==> src/rtl/coast_pkg.sv <==
// Shared types for the coast window generator.
package coast_pkg;

    // Window sequencer states: closed, opened early, covering vsync, trailing
    typedef enum logic [1:0] {
        WIN_IDLE = 2'd0,
        WIN_PRE  = 2'd1,
        WIN_SYNC = 2'd2,
        WIN_POST = 2'd3
    } win_state_t;

endpackage

==> src/rtl/coast_line_tracker.sv <==
// Detects sync leading/trailing edges, counts lines since the last vsync
// leading edge and latches the length of each completed frame.
// Assumes: hsync/vsync active-high, synchronous to clk. A hsync edge that
// coincides with a vsync leading edge is not counted.
module coast_line_tracker #(
    parameter int LINE_W = 11
) (
    input  logic              clk,
    input  logic              rst_n,
    input  logic              hsync_in,
    input  logic              vsync_in,
    output logic              hs_rise,
    output logic              vs_rise,
    output logic              vs_fall,
    output logic [LINE_W-1:0] line_cnt,
    output logic [LINE_W-1:0] frame_len,
    output logic              meas_valid
);
    localparam logic [LINE_W-1:0] LINE_MAX = '1;

    logic hs_q, vs_q, seen_vs;

    // Previous-cycle sync levels for edge detection
    always_ff @(posedge clk) begin
        if (!rst_n) begin
            hs_q <= 1'b0;
            vs_q <= 1'b0;
        end else begin
            hs_q <= hsync_in;
            vs_q <= vsync_in;
        end
    end

    assign hs_rise = hsync_in & ~hs_q;
    assign vs_rise = vsync_in & ~vs_q;
    assign vs_fall = ~vsync_in & vs_q;

    // Saturating line counter, cleared by each vsync leading edge
    always_ff @(posedge clk) begin
        if (!rst_n)
            line_cnt <= '0;
        else if (vs_rise)
            line_cnt <= '0;
        else if (hs_rise && line_cnt != LINE_MAX)
            line_cnt <= line_cnt + 1'b1;
    end

    // Frame length latch; valid only once a whole frame lies between two edges
    always_ff @(posedge clk) begin
        if (!rst_n) begin
            seen_vs    <= 1'b0;
            frame_len  <= '0;
            meas_valid <= 1'b0;
        end else if (vs_rise) begin
            seen_vs <= 1'b1;
            if (seen_vs) begin
                frame_len  <= line_cnt;
                meas_valid <= 1'b1;
            end
        end
    end
endmodule

==> src/rtl/coast_window_fsm.sv <==
// Sequences the coast window: early opening from the predicted frame length,
// coverage of vsync, and a trailing margin counted in hsync leading edges.
// Assumes: edge strobes are single-cycle pulses from coast_line_tracker.
module coast_window_fsm
    import coast_pkg::*;
#(
    parameter int LINE_W = 11,
    parameter int CNT_W  = 8
) (
    input  logic              clk,
    input  logic              rst_n,
    input  logic              hs_rise,
    input  logic              vs_rise,
    input  logic              vs_fall,
    input  logic [LINE_W-1:0] line_cnt,
    input  logic [LINE_W-1:0] frame_len,
    input  logic              meas_valid,
    input  logic [CNT_W-1:0]  pre_lines,
    input  logic [CNT_W-1:0]  post_lines,
    output logic              window
);
    localparam int SUM_W = ((LINE_W > CNT_W) ? LINE_W : CNT_W) + 1;

    win_state_t       state;
    logic [CNT_W-1:0] post_cnt;
    logic [CNT_W:0]   post_next;
    logic [SUM_W-1:0] sum_lines, len_ext;
    logic             pre_hit;

    // Line count plus margin equals predicted length: time to open early
    assign sum_lines = SUM_W'(line_cnt) + SUM_W'(pre_lines);
    assign len_ext   = SUM_W'(frame_len);
    assign pre_hit   = meas_valid && (pre_lines != '0) && (sum_lines == len_ext);
    assign post_next = {1'b0, post_cnt} + {{CNT_W{1'b0}}, 1'b1};

    // Window state transitions and trailing-line counter
    always_ff @(posedge clk) begin
        if (!rst_n) begin
            state    <= WIN_IDLE;
            post_cnt <= '0;
        end else begin
            unique case (state)
                WIN_IDLE: begin
                    if (vs_rise)      state <= WIN_SYNC;
                    else if (pre_hit) state <= WIN_PRE;
                end
                WIN_PRE: begin
                    if (vs_rise) state <= WIN_SYNC;
                end
                WIN_SYNC: begin
                    if (vs_fall) begin
                        post_cnt <= '0;
                        state    <= (post_lines == '0) ? WIN_IDLE : WIN_POST;
                    end
                end
                WIN_POST: begin
                    if (vs_rise) begin
                        state <= WIN_SYNC;
                    end else if (hs_rise) begin
                        if (post_next >= {1'b0, post_lines}) state <= WIN_IDLE;
                        else post_cnt <= post_next[CNT_W-1:0];
                    end
                end
                default: state <= WIN_IDLE;
            endcase
        end
    end

    assign window = (state != WIN_IDLE);
endmodule

==> src/rtl/coast_ext_polarity.sv <==
// Normalizes the external coast request to active-high. The active level is
// found by a saturating up/down counter (up when high, down when low): a
// counter in its lower half means the input idles low, i.e. active-high.
// Assumes: the external input spends most of its time inactive.
module coast_ext_polarity #(
    parameter int DET_W = 8
) (
    input  logic clk,
    input  logic rst_n,
    input  logic ext_coast_in,
    input  logic override,
    input  logic user_pol,
    output logic ext_active,
    output logic pol_detected
);
    localparam logic [DET_W-1:0] DET_MAX = '1;

    logic [DET_W-1:0] level_cnt;
    logic             pol_used;

    // Saturating level balance of the external input
    always_ff @(posedge clk) begin
        if (!rst_n)
            level_cnt <= '0;
        else if (ext_coast_in && level_cnt != DET_MAX)
            level_cnt <= level_cnt + 1'b1;
        else if (!ext_coast_in && level_cnt != '0)
            level_cnt <= level_cnt - 1'b1;
    end

    assign pol_detected = ~level_cnt[DET_W-1];
    assign pol_used     = override ? user_pol : pol_detected;
    assign ext_active   = pol_used ? ext_coast_in : ~ext_coast_in;
endmodule

==> src/rtl/coast_window_gen.sv <==
// Top of the coast window generator: line tracking, window sequencing and
// external request merge. Output coast is active-high.
// Assumes: LINE_W >= bits needed for the longest frame in lines.
module coast_window_gen #(
    parameter int LINE_W = 11,
    parameter int CNT_W  = 8,
    parameter int DET_W  = 8
) (
    input  logic             clk,
    input  logic             rst_n,
    input  logic             hsync_in,
    input  logic             vsync_in,
    input  logic [CNT_W-1:0] pre_lines,
    input  logic [CNT_W-1:0] post_lines,
    input  logic             ext_coast_in,
    input  logic             ext_pol_override,
    input  logic             ext_pol_user,
    output logic             coast_out,
    output logic             ext_pol_detected
);
    logic              hs_rise, vs_rise, vs_fall, meas_valid, window, ext_active;
    logic [LINE_W-1:0] line_cnt, frame_len;

    coast_line_tracker #(.LINE_W(LINE_W)) u_track (
        .clk(clk), .rst_n(rst_n), .hsync_in(hsync_in), .vsync_in(vsync_in),
        .hs_rise(hs_rise), .vs_rise(vs_rise), .vs_fall(vs_fall),
        .line_cnt(line_cnt), .frame_len(frame_len), .meas_valid(meas_valid)
    );

    coast_window_fsm #(.LINE_W(LINE_W), .CNT_W(CNT_W)) u_fsm (
        .clk(clk), .rst_n(rst_n), .hs_rise(hs_rise), .vs_rise(vs_rise),
        .vs_fall(vs_fall), .line_cnt(line_cnt), .frame_len(frame_len),
        .meas_valid(meas_valid), .pre_lines(pre_lines),
        .post_lines(post_lines), .window(window)
    );

    coast_ext_polarity #(.DET_W(DET_W)) u_ext (
        .clk(clk), .rst_n(rst_n), .ext_coast_in(ext_coast_in),
        .override(ext_pol_override), .user_pol(ext_pol_user),
        .ext_active(ext_active), .pol_detected(ext_pol_detected)
    );

    // Final coast: generated window or normalized external request
    assign coast_out = window | ext_active;
endmodule

==> config.mk <==
export PLATFORM = sky130hd
export DESIGN_NAME = coast_window_gen
export DESIGN_NICKNAME = d
export VERILOG_FILES = /design/src/rtl/coast_pkg.sv /design/src/rtl/coast_line_tracker.sv /design/src/rtl/coast_window_fsm.sv /design/src/rtl/coast_ext_polarity.sv /design/src/rtl/coast_window_gen.sv
export SDC_FILE = /design/constraint.sdc
export NUM_CORES = 1
export LEC_CHECK = 0
export BUFFER_PORTS_ARGS = -buffer_cell sky130_fd_sc_hd__buf_2
export CORE_MARGIN = 2
export CORE_UTILIZATION = 50
export DETAILED_ROUTE_END_ITERATION = 6
export GPL_TIMING_DRIVEN = 0
export PLACE_DENSITY = 0.77
export SYNTH_ARGS = -nofsm -noshare
export SYNTH_HDL_FRONTEND = slang
export SYNTH_SLANG_ARGS = --single-unit
==> constraint.sdc <==
create_clock -name clk -period 5.5 [get_ports clk]
set_input_delay 0.55 -clock clk [delete_from_list [all_inputs] [get_ports clk]]
set_output_delay 0.55 -clock clk [all_outputs]
set_load 0.05 [all_outputs]
# Word level (Yosys, flattened, before mapping)
# Cells that the tools add are included.
dict set report classes {
  n_addsub 5
  order_cmp 1
  eq_ne 14
  mux 18
  n_bitwise 10
  n_reduce_logical 17
}
# operator count
set op_table {}
lappend op_table {{$mux W8} 6}
lappend op_table {{$mux W2} 8}
lappend op_table {{$pmux W8 S2} 1}
lappend op_table {{$reduce_bool A8 Y1} 2}
lappend op_table {{$add A11 B8 Y12} 1}
lappend op_table {{$eq A12 B11 Y1} 1}
lappend op_table {{$add A11 B1 Y11 const B} 1}
lappend op_table {{$ne A11 B11 Y1 const B} 1}
lappend op_table {{$reduce_and A5 Y1} 2}
lappend op_table {{$add A8 B1 Y9 const B} 1}
lappend op_table {{$ge A9 B8 Y1} 1}
lappend op_table {{$add A8 B1 Y8 const B} 1}
lappend op_table {{$logic_not A8 Y1} 1}
lappend op_table {{$ne A8 B8 Y1 const B} 1}
lappend op_table {{$pmux W2 S4} 1}
lappend op_table {{$sub A8 B1 Y8 const B} 1}
lappend op_table {{$ne A2 B2 Y1 const B} 3}
lappend op_table {{$ne A3 B1 Y1 const B} 2}
lappend op_table {{$not A1 Y1} 6}
lappend op_table {{$reduce_bool A2 Y1} 3}
lappend op_table {{$logic_and A1 B1 Y1} 5}
lappend op_table {{$eq A2 B2 Y1 const B} 2}
lappend op_table {{$ne A2 B1 Y1 const B} 2}
lappend op_table {{$and A1 B1 Y1} 3}
lappend op_table {{8 further kinds} 9}
dict set report word_totals {
  register_bits 44
  in_bits 23
}

# Longest topological paths before layout
# Gate-level depths: netlist of run 1.
dict set report depth {
  word_depth 6
  mapped_depth 13
  depth_no_buf 12
}

# By module
# Synthesis of run 1 repeated with hierarchy kept, for this count alone.
dict set report hier_totals {
  cells_unflattened 375
  hier_area_um2 3183.1
}
# module instances cells_per_inst area_per_inst_um2 seq_area_each_um2
set by_module_without_submodules {}
lappend by_module_without_submodules {coast_window_fsm 1 168 1365.1 200.2}
lappend by_module_without_submodules {coast_line_tracker 1 125 1136.1 520.5}
lappend by_module_without_submodules {coast_ext_polarity 1 81 675.6 160.2}
lappend by_module_without_submodules {coast_window_gen 1 1 6.3 0.0}

# Least setup slack after synthesis of run 1
# OpenSTA, ideal clock, no wires.
dict set report synth_timing {
  path_type {register -> register}
  start {register u_ext.level_cnt[0]}
  end {register u_ext.level_cnt[7]}
  setup_ns 0.115
  arrival_ns 2.773
  path_slack_ns 2.612
  path_stages_with_launch 11
  period_less_slack_ns 2.888
  cell_sequence {dfxtp_1 > nand4_1 > o21ai_0 > ha_1 > a21o_1 > a21oi_1 > o21ai_0 > o41ai_1 > mux2i_1 > xnor2_1 > and2_1}
}
dict set report synth_between {
  elab_chain_len 3
  elab_cells_between_ends 9
  classes_between {add/sub (2); eq/ne (1); mux (2); reduce/logical (4)}
}
# item line
set synth_lines {}
lappend synth_lines {{from (decl)} coast_ext_polarity.sv:18} ;# logic [DET_W-1:0] level_cnt;
lappend synth_lines {{from (signal assigned)} coast_ext_polarity.sv:26} ;# level_cnt <= level_cnt + 1'b1;
lappend synth_lines {{from (signal assigned)} coast_ext_polarity.sv:28} ;# level_cnt <= level_cnt - 1'b1;
lappend synth_lines {{$sub A8 B1 Y8, or another cell as far along} coast_ext_polarity.sv:28}
lappend synth_lines {{$mux W8, or another cell as far along} coast_ext_polarity.sv:27} ;# else if (!ext_coast_in && level_cnt != '0)
lappend synth_lines {{$mux W8 or $reduce_bool A2 Y1 (tied branches)} --}
# Several ways; a longest one is shown, not always the timed one. The select of a mux whose other input is x is not followed.
# A chain may end at the register's enable or synchronous reset.

# Final worst setup path of run 1
# Same ends and word-level chain as after synthesis.

==> reports/qor.csv, run 1 <==
metric,value,unit
Leak,1.36,nW
vias in the first global route,2559,
Worst Setup Start Kind,flop,
antenna violations before repair,0,
layout cells sized above 1,10.8,%
multi-input logic area,2000,um2
H-tree depth,2,
Final Setup Violations,0,
GRT overflow,0,
post-cts sizing count,0,
WP data arrival,3.60,ns
Starting Density,51.0,%
Skew-Pair Late Insertion Delay,0.30,ns
die height,81.3,um
FILL cells,534,
dpl ws,2.15,ns
Total Routing Usage GR,21.5,%
Post-Layout Cell Count,472,
Hold WS,0.479,ns
min cycle time layout,3.40,ns
largest net degree at the start of global routing,14,
"Clk pin slew, worst setup/hold paths",0.09,ns
PnR worst setup slack,2.10,ns
Core Footprint,5850,um2
# hold bufs at CTS,0,
Min-Delay Path Class,reg2reg,
Iter 0 DRT Violations,114,
Layout Nets,445,
CP endpoint kind,flop,
Hold Fails Final Rpt,0,
Post-CTS Setup Bufs,0,
clk sinks,44,
synth warn,0,
ys flop type,dfxtp_1,
Inserted Diodes,0,
Vias/cell,5.61,
total die area,6610,um2
GPL Wtd Cong,0.885,
Antenna Nets Post-Route,0,
drt total wl,6540,um
"area leader, netlist",dfxtp_1,
Mapped Cells,366,
DRC viols,0,
"Avg Cell Area, Syn",8.16,um2
worst setup path class,reg2reg,
first-pass GRT wire length,11200,um
dpl cells,464,
post-synth top area share,29.5,%
syn nets,415,
Detailed Place HPWL,5020,um
unrepaired setup endpoints after global routing,no,
Fmax,294,MHz
most frequent cells in the layout,"54 x nand2_1, 44 x dfxtp_1, 31 x nor2_1, 24 x ha_1, 23 x buf_2",
Clock Tree Buf Depth,2,
"commonest non-fill, non-tap cell in the layout",nand2_1,
CP max FO,10,
Final Max Slew Viols,0,
Pwr Total,0.891,mW
P per Cell Area,268,nW/um2
VDD IR max,0.190,mV
Slew @ Worst Pin,1.17,ns
1st-pass router iterations,4,
clock skew,0.00858,ns
FF/Latch Area,881,um2
Max-Cap Viols,0,
status,finished clean,
Cell variety after synth,53,
slew margin rel.,21.2,%
# rows,28,
per-cell routed wire length,13.9,um
number of CTS-inserted buffers,5,
io pins,25,
CTS root buf,clkbuf_8,
Die Span X,81.3,um
fin crit share,61.8,%
sequential area share after synthesis,29.5,%
CTS tree,done,
WP data required,5.70,ns
Port Buffers,23,
ys async rst share,0,%
Post-synth EDFFs,0,
"Area growth, synth to finish",11.2,%
ranking of synthesized cells by area,"dfxtp_1 29%, ha_1 10%, nand2_1 6.8%",
Yosys reg bits,44,
Setup TNS,0,ns
Vias,2649,
Syn Std Cell Area,2990,um2
## area by class of cell
| class | count | area share, % |
|---|---|---|
| multi-input combinational | 295 | 60.2 |
| sequential | 44 | 26.5 |
| timing repair buffer | 23 | 3.47 |
| clock buffer | 7 | 2.90 |
| tap | 75 | 2.82 |
| inverter | 15 | 1.69 |
| buffer | 12 | 1.47 |
| clock inverter | 1 | 0.904 |
## worst max-delay path: stages, from the launching register on
cell     delay [ns]
dfxtp_1        0.43
nand4_1        0.10
o21ai_0        0.91
ha_1           0.40
a21o_1         0.17
a21oi_1        0.24
o21ai_0        0.17
o41ai_1        0.38
mux2i_1        0.27
xnor2_1        0.08
and2_1         0.15
## synth_stat cells, types with 4 or more instances
cell type / instances
a21oi_1: 10
dfxtp_1: 44
mux2i_1: 4
xor2_1: 12
nor2_1: 31
o21ai_0: 18
inv_1: 15
and2_1: 4
nor4_1: 6
xnor2_1: 22
nor2b_1: 6
nand3_1: 12
nand2_1: 54
o21a_1: 4
a21boi_0: 19
nand4_1: 7
o221a_2: 4
clkbuf_1: 11
nor3_1: 4
ha_1: 24
nand2b_1: 4
a21o_1: 7
## power breakdown
group	total (mW)	switching (mW)	internal, mW
registers	0.369	0.0245	0.344
clock network	0.277	0.116	0.160
logic	0.245	0.138	0.107
## layer usage
layer / wire (um) / GRT usage, % / vias up
met3: 217 / 3.11 / 16
met5: 0 / 0 / -
met2: 3130 / 37.3 / 48
li1: - / - / 1365
met1: 3030 / 26.8 / 1220
met4: 163 / 7.80 / 0
## sequential cells by signal, summed over array words and instances (netlist names)
signal and cells:
u_track.line_cnt 11, u_track.seen_vs 1, u_track.vs_q 1, u_track.hs_q 1, u_ext.level_cnt 8, u_track.meas_valid 1
u_fsm.post_cnt 8, u_fsm.state 2, u_track.frame_len 11
## metrics by stage
step                      util [%]  area [um2]
after global routing          56.8        3320
final                         56.8        3320
after CTS                     56.8        3320
after detailed placement      54.6        3200
after floorplan                  -        2990
after global placement        54.6        3200
## logic make-up (layout without fill, tap and decap cells)
kind of cell / after synthesis / count (layout) / share of synthesized area (%)
and+or+nand+nor: 140 / 140 / 22.1
AOI/OAI and AO/OA: 90 / 90 / 21.8
DFF: 44 / 44 / 29.5
xor gates and xnor gates: 34 / 34 / 9.97
buffers and inverters: 27 / 58 / 3.52
adders and majority gates: 26 / 26 / 11.4
muxes: 5 / 5 / 1.72
## final timing paths
kind / start / endpoint / slack, ns / cells past startpoint
max: u_ext.level_cnt[0]$_SDFFE_PN0P_ / u_ext.level_cnt[7]$_SDFFE_PN0P_ / 2.10 / 10
min: u_track.frame_len[5]$_SDFFE_PN0P_ / u_track.frame_len[5]$_SDFFE_PN0P_ / 0.48 / 2
max reg2reg: u_ext.level_cnt[0]$_SDFFE_PN0P_ / u_ext.level_cnt[7]$_SDFFE_PN0P_ / 2.10 / 10
min reg2reg: u_track.frame_len[5]$_SDFFE_PN0P_ / u_track.frame_len[5]$_SDFFE_PN0P_ / 0.48 / 2
No activity file was read; power rests on OpenSTA's default activity.
==> run 2, diff against run 1 <==
- PLACE_DENSITY: 0.77 -> 0.79
- clock period: 5.5 -> 3 ns (I/O delays scaled with it)
==> run 2 against run 1 <==
Net effect:
- die area did not move
- flip-flop and latch count did not move
- first-iteration DRC count fell by 4.4%
- combinational power rose by 89%
- power rose by 82%
- clock power rose by 71%
- register-to-register slack got worse by 2.0 ns
- non-clock buffer count did not move
- via count rose by 2.1%
- worst hold slack got worse by 0.25 ns
- critical path type unchanged
- critical endpoint is now u_fsm.post_cnt[1]$_SDFFE_PN0P_
- largest cell class unchanged
- highest routed layer unchanged
==> reports/qor.csv, run 2 (synthesized netlist as in run 1, its figures left out) <==
metric,value,unit
most frequent cells in the layout,"54 x nand2_1, 42 x dfxtp_1, 30 x nor2_1, 23 x ha_1, 23 x buf_2",
DRC viols,0,
kind of cell adding the most delay to the critical path,compound AO/OA/AOI/OAI gates,
layout cells sized above 1,12.6,%
antenna violations before repair,0,
number of CTS-inserted buffers,5,
Pwr Total,1.62,mW
WP data required,3.24,ns
"most used cell, CP",a21o_1,
crit path cell chain,"ha_4, nand3_1, xnor2_1, ha_1, a21o_1, a211oi_1, o21ai_1, a21o_1, o41a_1, buf_4, or3b_1, a21boi_1",
Inserted Diodes,0,
CTS root buf,clkbuf_8,
max incr delay on CP,0.41,ns
Setup TNS,0,ns
Core Footprint,5850,um2
min cycle time layout,2.88,ns
CP max-delay cell,dfxtp_1,
clock skew,0.00891,ns
worst setup path startpoint,u_fsm.post_cnt[1]$_SDFFE_PN0P_,
dpl cells,464,
total die area,6610,um2
Total Routing Usage GR,21.6,%
Top Registers,"u_track.frame_len: 11 flops, u_track.line_cnt: 11 flops",
reg2reg start,u_fsm.post_cnt[1]$_SDFFE_PN0P_,
Buffers & Inverters on Critical Path,1,
1st-pass router iterations,4,
Min-Delay Path Class,in2reg,
drt total wl,6680,um
# hold bufs at CTS,0,
unrepaired setup endpoints after global routing,no,
status,finished clean,
Antenna Nets Post-Route,0,
Port Buffers,23,
CP max FO,10,
Vias,2704,
P per Cell Area,482,nW/um2
# rows,28,
"Area growth, synth to finish",12.2,%
"Clk pin slew, worst setup/hold paths",0.09,ns
Max-Cap Viols,0,
Fmax,348,MHz
HP Start,hsync_in,
GPL Wtd Cong,0.853,
Vias/cell,5.73,
Final Setup Violations,0,
Layout Nets,445,
per-cell routed wire length,14.2,um
slew margin rel.,59.1,%
GRT overflow,0,
Worst Setup Start Kind,flop,
CP endpoint kind,flop,
Final Util,57.3,%
vias in the first global route,2486,
Starting Density,51.0,%
io pins,25,
worst setup path class,reg2reg,
Hold Fails Final Rpt,0,
largest net degree at the start of global routing,16,
CTS tree,done,
Slew @ Worst Pin,0.598,ns
fin crit share,95.9,%
Skew-Pair Late Insertion Delay,0.31,ns
WP data arrival,3.12,ns
H-tree depth,2,
Iter 0 DRT Violations,109,
die height,81.3,um
clk sinks,44,
Die Span X,81.3,um
Leak,1.35,nW
Detailed Place HPWL,5120,um
"commonest non-fill, non-tap cell in the layout",nand2_1,
first-pass GRT wire length,11200,um
Clock Tree Buf Depth,2,
VDD IR max,0.378,mV
Final Max Slew Viols,0,
Post-Layout Cell Count,472,
## run 2: final cells by class
| cell class | count | area (um2) |
|---|---|---|
| tap | 75 | 93.8 |
| sequential | 44 | 883 |
| multi-input combinational | 295 | 2040 |
| inverter | 15 | 56.3 |
| fill | 519 | 2500 |
| clock buffer | 5 | 68.8 |
| buffer | 12 | 48.8 |
| clock inverter | 3 | 46.3 |
| timing repair buffer | 23 | 115 |
## run 2: power by group
group / internal (mW) / switching [mW]
sequential: 0.631 / 0.0494
clock: 0.251 / 0.222
combinational: 0.201 / 0.262
## run 2: per-stage QoR
step	instance area [um2]	setup slack (ns)	hold WS, ns
floorplan	2990	0.112	0.422
global placement	3200	-0.314	0.456
detailed placement	3200	-0.363	0.461
CTS	3320	0.00395	0.230
global route	3350	0.0152	0.246
finish	3350	0.124	0.231
## run 2: per-layer routing
metal  GRT usage [%]  up-vias  share of wire, %
li1                -     1365                 -
met1            27.9     1270                47
met2            37.0       62                48
met3            3.11        7               4.1
met4            6.44        0               1.3
met5               0        -                 0
## run 2: timing repair
| item | 4_1_cts | 5_1_grt |
|---|---|---|
| endpoints found under the setup margin | 3 | 4 |
| endpoints found under the hold margin | 0 | 0 |
| setup buffers | 0 | 0 |
| resized for setup | 3 | 7 |
## run 2: final timing paths
path / endpoint / slack [ns] / depth (start not counted)
hold reg to reg: u_track.meas_valid$_SDFFE_PN0P_ / 0.48 / 1
setup reg to reg: u_fsm.post_cnt[1]$_SDFFE_PN0P_ / 0.12 / 12
setup / recovery: u_fsm.post_cnt[1]$_SDFFE_PN0P_ / 0.12 / 12
hold / removal: u_track.hs_q$_SDFF_PN0_ / 0.23 / 2
==> run 3, diff against run 2 <==
- CORE_UTILIZATION: 50 -> 54
- GPL_TIMING_DRIVEN: 0 -> not set
- PLACE_DENSITY: 0.79 -> 0.84
==> run 3 against run 2 <==
Net effect:
- utilization rose by 3.2 points
- clock skew fell by 0.0035 ns
- count of clock-buffer cells in the layout is 3 higher
- setup slack improved by 0.048 ns
- design area shrank 1.9%
- clock power decreased by 20%
- critical endpoint unchanged
- power shrank 6.7%
- sequential share of layout area increased by 0.44 points
- die area is 7.0% lower
- highest routed layer unchanged
==> reports/qor.csv, run 3 (synthesized netlist as in run 1, its figures left out) <==
metric,value,unit
Reg power frac,45.2,%
dpl cells,453,
WP data arrival,3.06,ns
largest net degree at the start of global routing,36,
P per Cell Area,459,nW/um2
Port Buffers,24,
# hold bufs at CTS,0,
GRT overflow,0,
Min-Delay Path Class,in2reg,
"commonest non-fill, non-tap cell in the layout",nand2_1,
Detailed Place HPWL,4730,um
Vias/cell,5.70,
most frequent cells in the layout,"54 x nand2_1, 44 x dfxtp_1, 30 x nor2_1, 24 x buf_2, 23 x ha_1",
first-pass GRT wire length,11200,um
number of CTS-inserted buffers,5,
vias in the first global route,2499,
Top Registers,"u_track.frame_len: 11 flops, u_track.line_cnt: 11 flops",
Fmax,354,MHz
WP data required,3.23,ns
Max-Cap Viols,0,
VDD IR max,0.366,mV
CP max FO,8,
fin crit share,94.3,%
worst setup path class,reg2reg,
io pins,25,
Worst Setup Start Kind,flop,
Hold Fails Final Rpt,0,
Layout Nets,440,
Sw Ratio,32.4,%
Clk pwr share,25.1,%
Power Internal,1.02,mW
Starting Density,54.9,%
Setup TNS,0,ns
Core Footprint,5440,um2
clock skew,0.00541,ns
GPL Wtd Cong,0.887,
layout cells sized above 1,12.5,%
1st-pass router iterations,4,
CTS root buf,clkbuf_8,
Final Max Slew Viols,0,
DRC viols,0,
"Clk pin slew, worst setup/hold paths",0.08,ns
drt total wl,6390,um
# rows,27,
clk sinks,44,
Skew-Pair Late Insertion Delay,0.29,ns
Slew @ Worst Pin,0.550,ns
Die Span X,78.4,um
slew margin rel.,63.3,%
Post-Layout Cell Count,464,
total die area,6140,um2
FF-to-FF setup slack,0.17,ns
Inserted Diodes,0,
status,finished clean,
Final Util,60.5,%
CTS tree,done,
placed cell area,3170,um2
Antenna Nets Post-Route,0,
antenna violations before repair,0,
Vias,2644,
Iter 0 DRT Violations,209,
min cycle time layout,2.83,ns
combinational power share,29.7,%
CP endpoint kind,flop,
Pwr Total,1.51,mW
Total Routing Usage GR,22.3,%
Final Setup Violations,0,
"Area growth, synth to finish",10.1,%
Leak,1.35,nW
H-tree depth,2,
Final Instance Area,3290,um2
Clock Tree Buf Depth,2,
Net Sw Power,0.489,mW
die height,78.4,um
per-cell routed wire length,13.8,um
[run 3: changes by cell type in the layout (fill, tap and decap cells not counted), moves of 2 or more]
| cell | previous run | this run |
|---|---|---|
| dfxtp_2 | 2 | 0 |
| dfxtp_1 | 42 | 44 |
| clkbuf_1 | 11 | 2 |
| buf_4 | 1 | 6 |
[run 3: layout make-up]
type / instances / area, um2
multi-input combinational: 295 / 2010
clock buffer: 8 / 90.1
inverter: 15 / 56.3
sequential: 44 / 881
timing repair buffer: 30 / 165
tap: 72 / 90.1
fill: 478 / 2150
[run 3: worst paths after layout]
kind,from,end,cells after the start
worst max-delay path,u_fsm.post_cnt[0]$_SDFFE_PN0P_,u_fsm.post_cnt[1]$_SDFFE_PN0P_,11
worst min-delay path,hsync_in,u_track.hs_q$_SDFF_PN0_,2
worst max register to register,u_fsm.post_cnt[0]$_SDFFE_PN0P_,u_fsm.post_cnt[1]$_SDFFE_PN0P_,11
worst min register to register,u_track.frame_len[10]$_SDFFE_PN0P_,u_track.frame_len[10]$_SDFFE_PN0P_,2
[run 3: worst max-delay path: stages (launching register included)]
cell and delay, ns:
dfxtp_1 0.41, ha_2 0.26, nand3_1 0.15, xnor2_1 0.17, ha_1 0.30, a21o_1 0.16, a211oi_1 0.21, o21ai_1 0.12
a21o_1 0.22, o41a_1 0.22, or3b_1 0.41, a21boi_1 0.13
[run 3: per-stage QoR]
step	setup WS [ns]	hold slack [ns]
6_report	0.172	0.237
5_1_grt	-0.0499	0.239
4_1_cts	0.140	0.230
3_5_place_dp	0.166	0.462
3_3_place_gp	0.250	0.460
2_1_floorplan	0.112	0.422
[run 3: per-layer routing]
layer | vias up | share of wire, % | GRT usage [%]
met1 | 1223 | 47 | 29.6
li1 | 1342 | - | -
met4 | 0 | 1.4 | 6.32
met2 | 71 | 47 | 37.2
met5 | - | 0 | 0
met3 | 8 | 4.7 | 3.79
[run 3: power by group through the flow]
stage                     combinational [mW]  sequential (mW)  clock [mW]
after floorplan                        0.358            0.678           0
after global placement                 0.424            0.691           0
after detailed placement               0.440            0.694           0
after CTS                              0.446            0.681       0.388
after global routing                   0.511            0.690       0.419
final                                  0.449            0.682       0.378
[run 3: what timing repair did]
action | in CTS | in global routing
gates resized for setup | 0 | 3
setup endpoints to repair | 0 | 3
setup buffers | 0 | 3
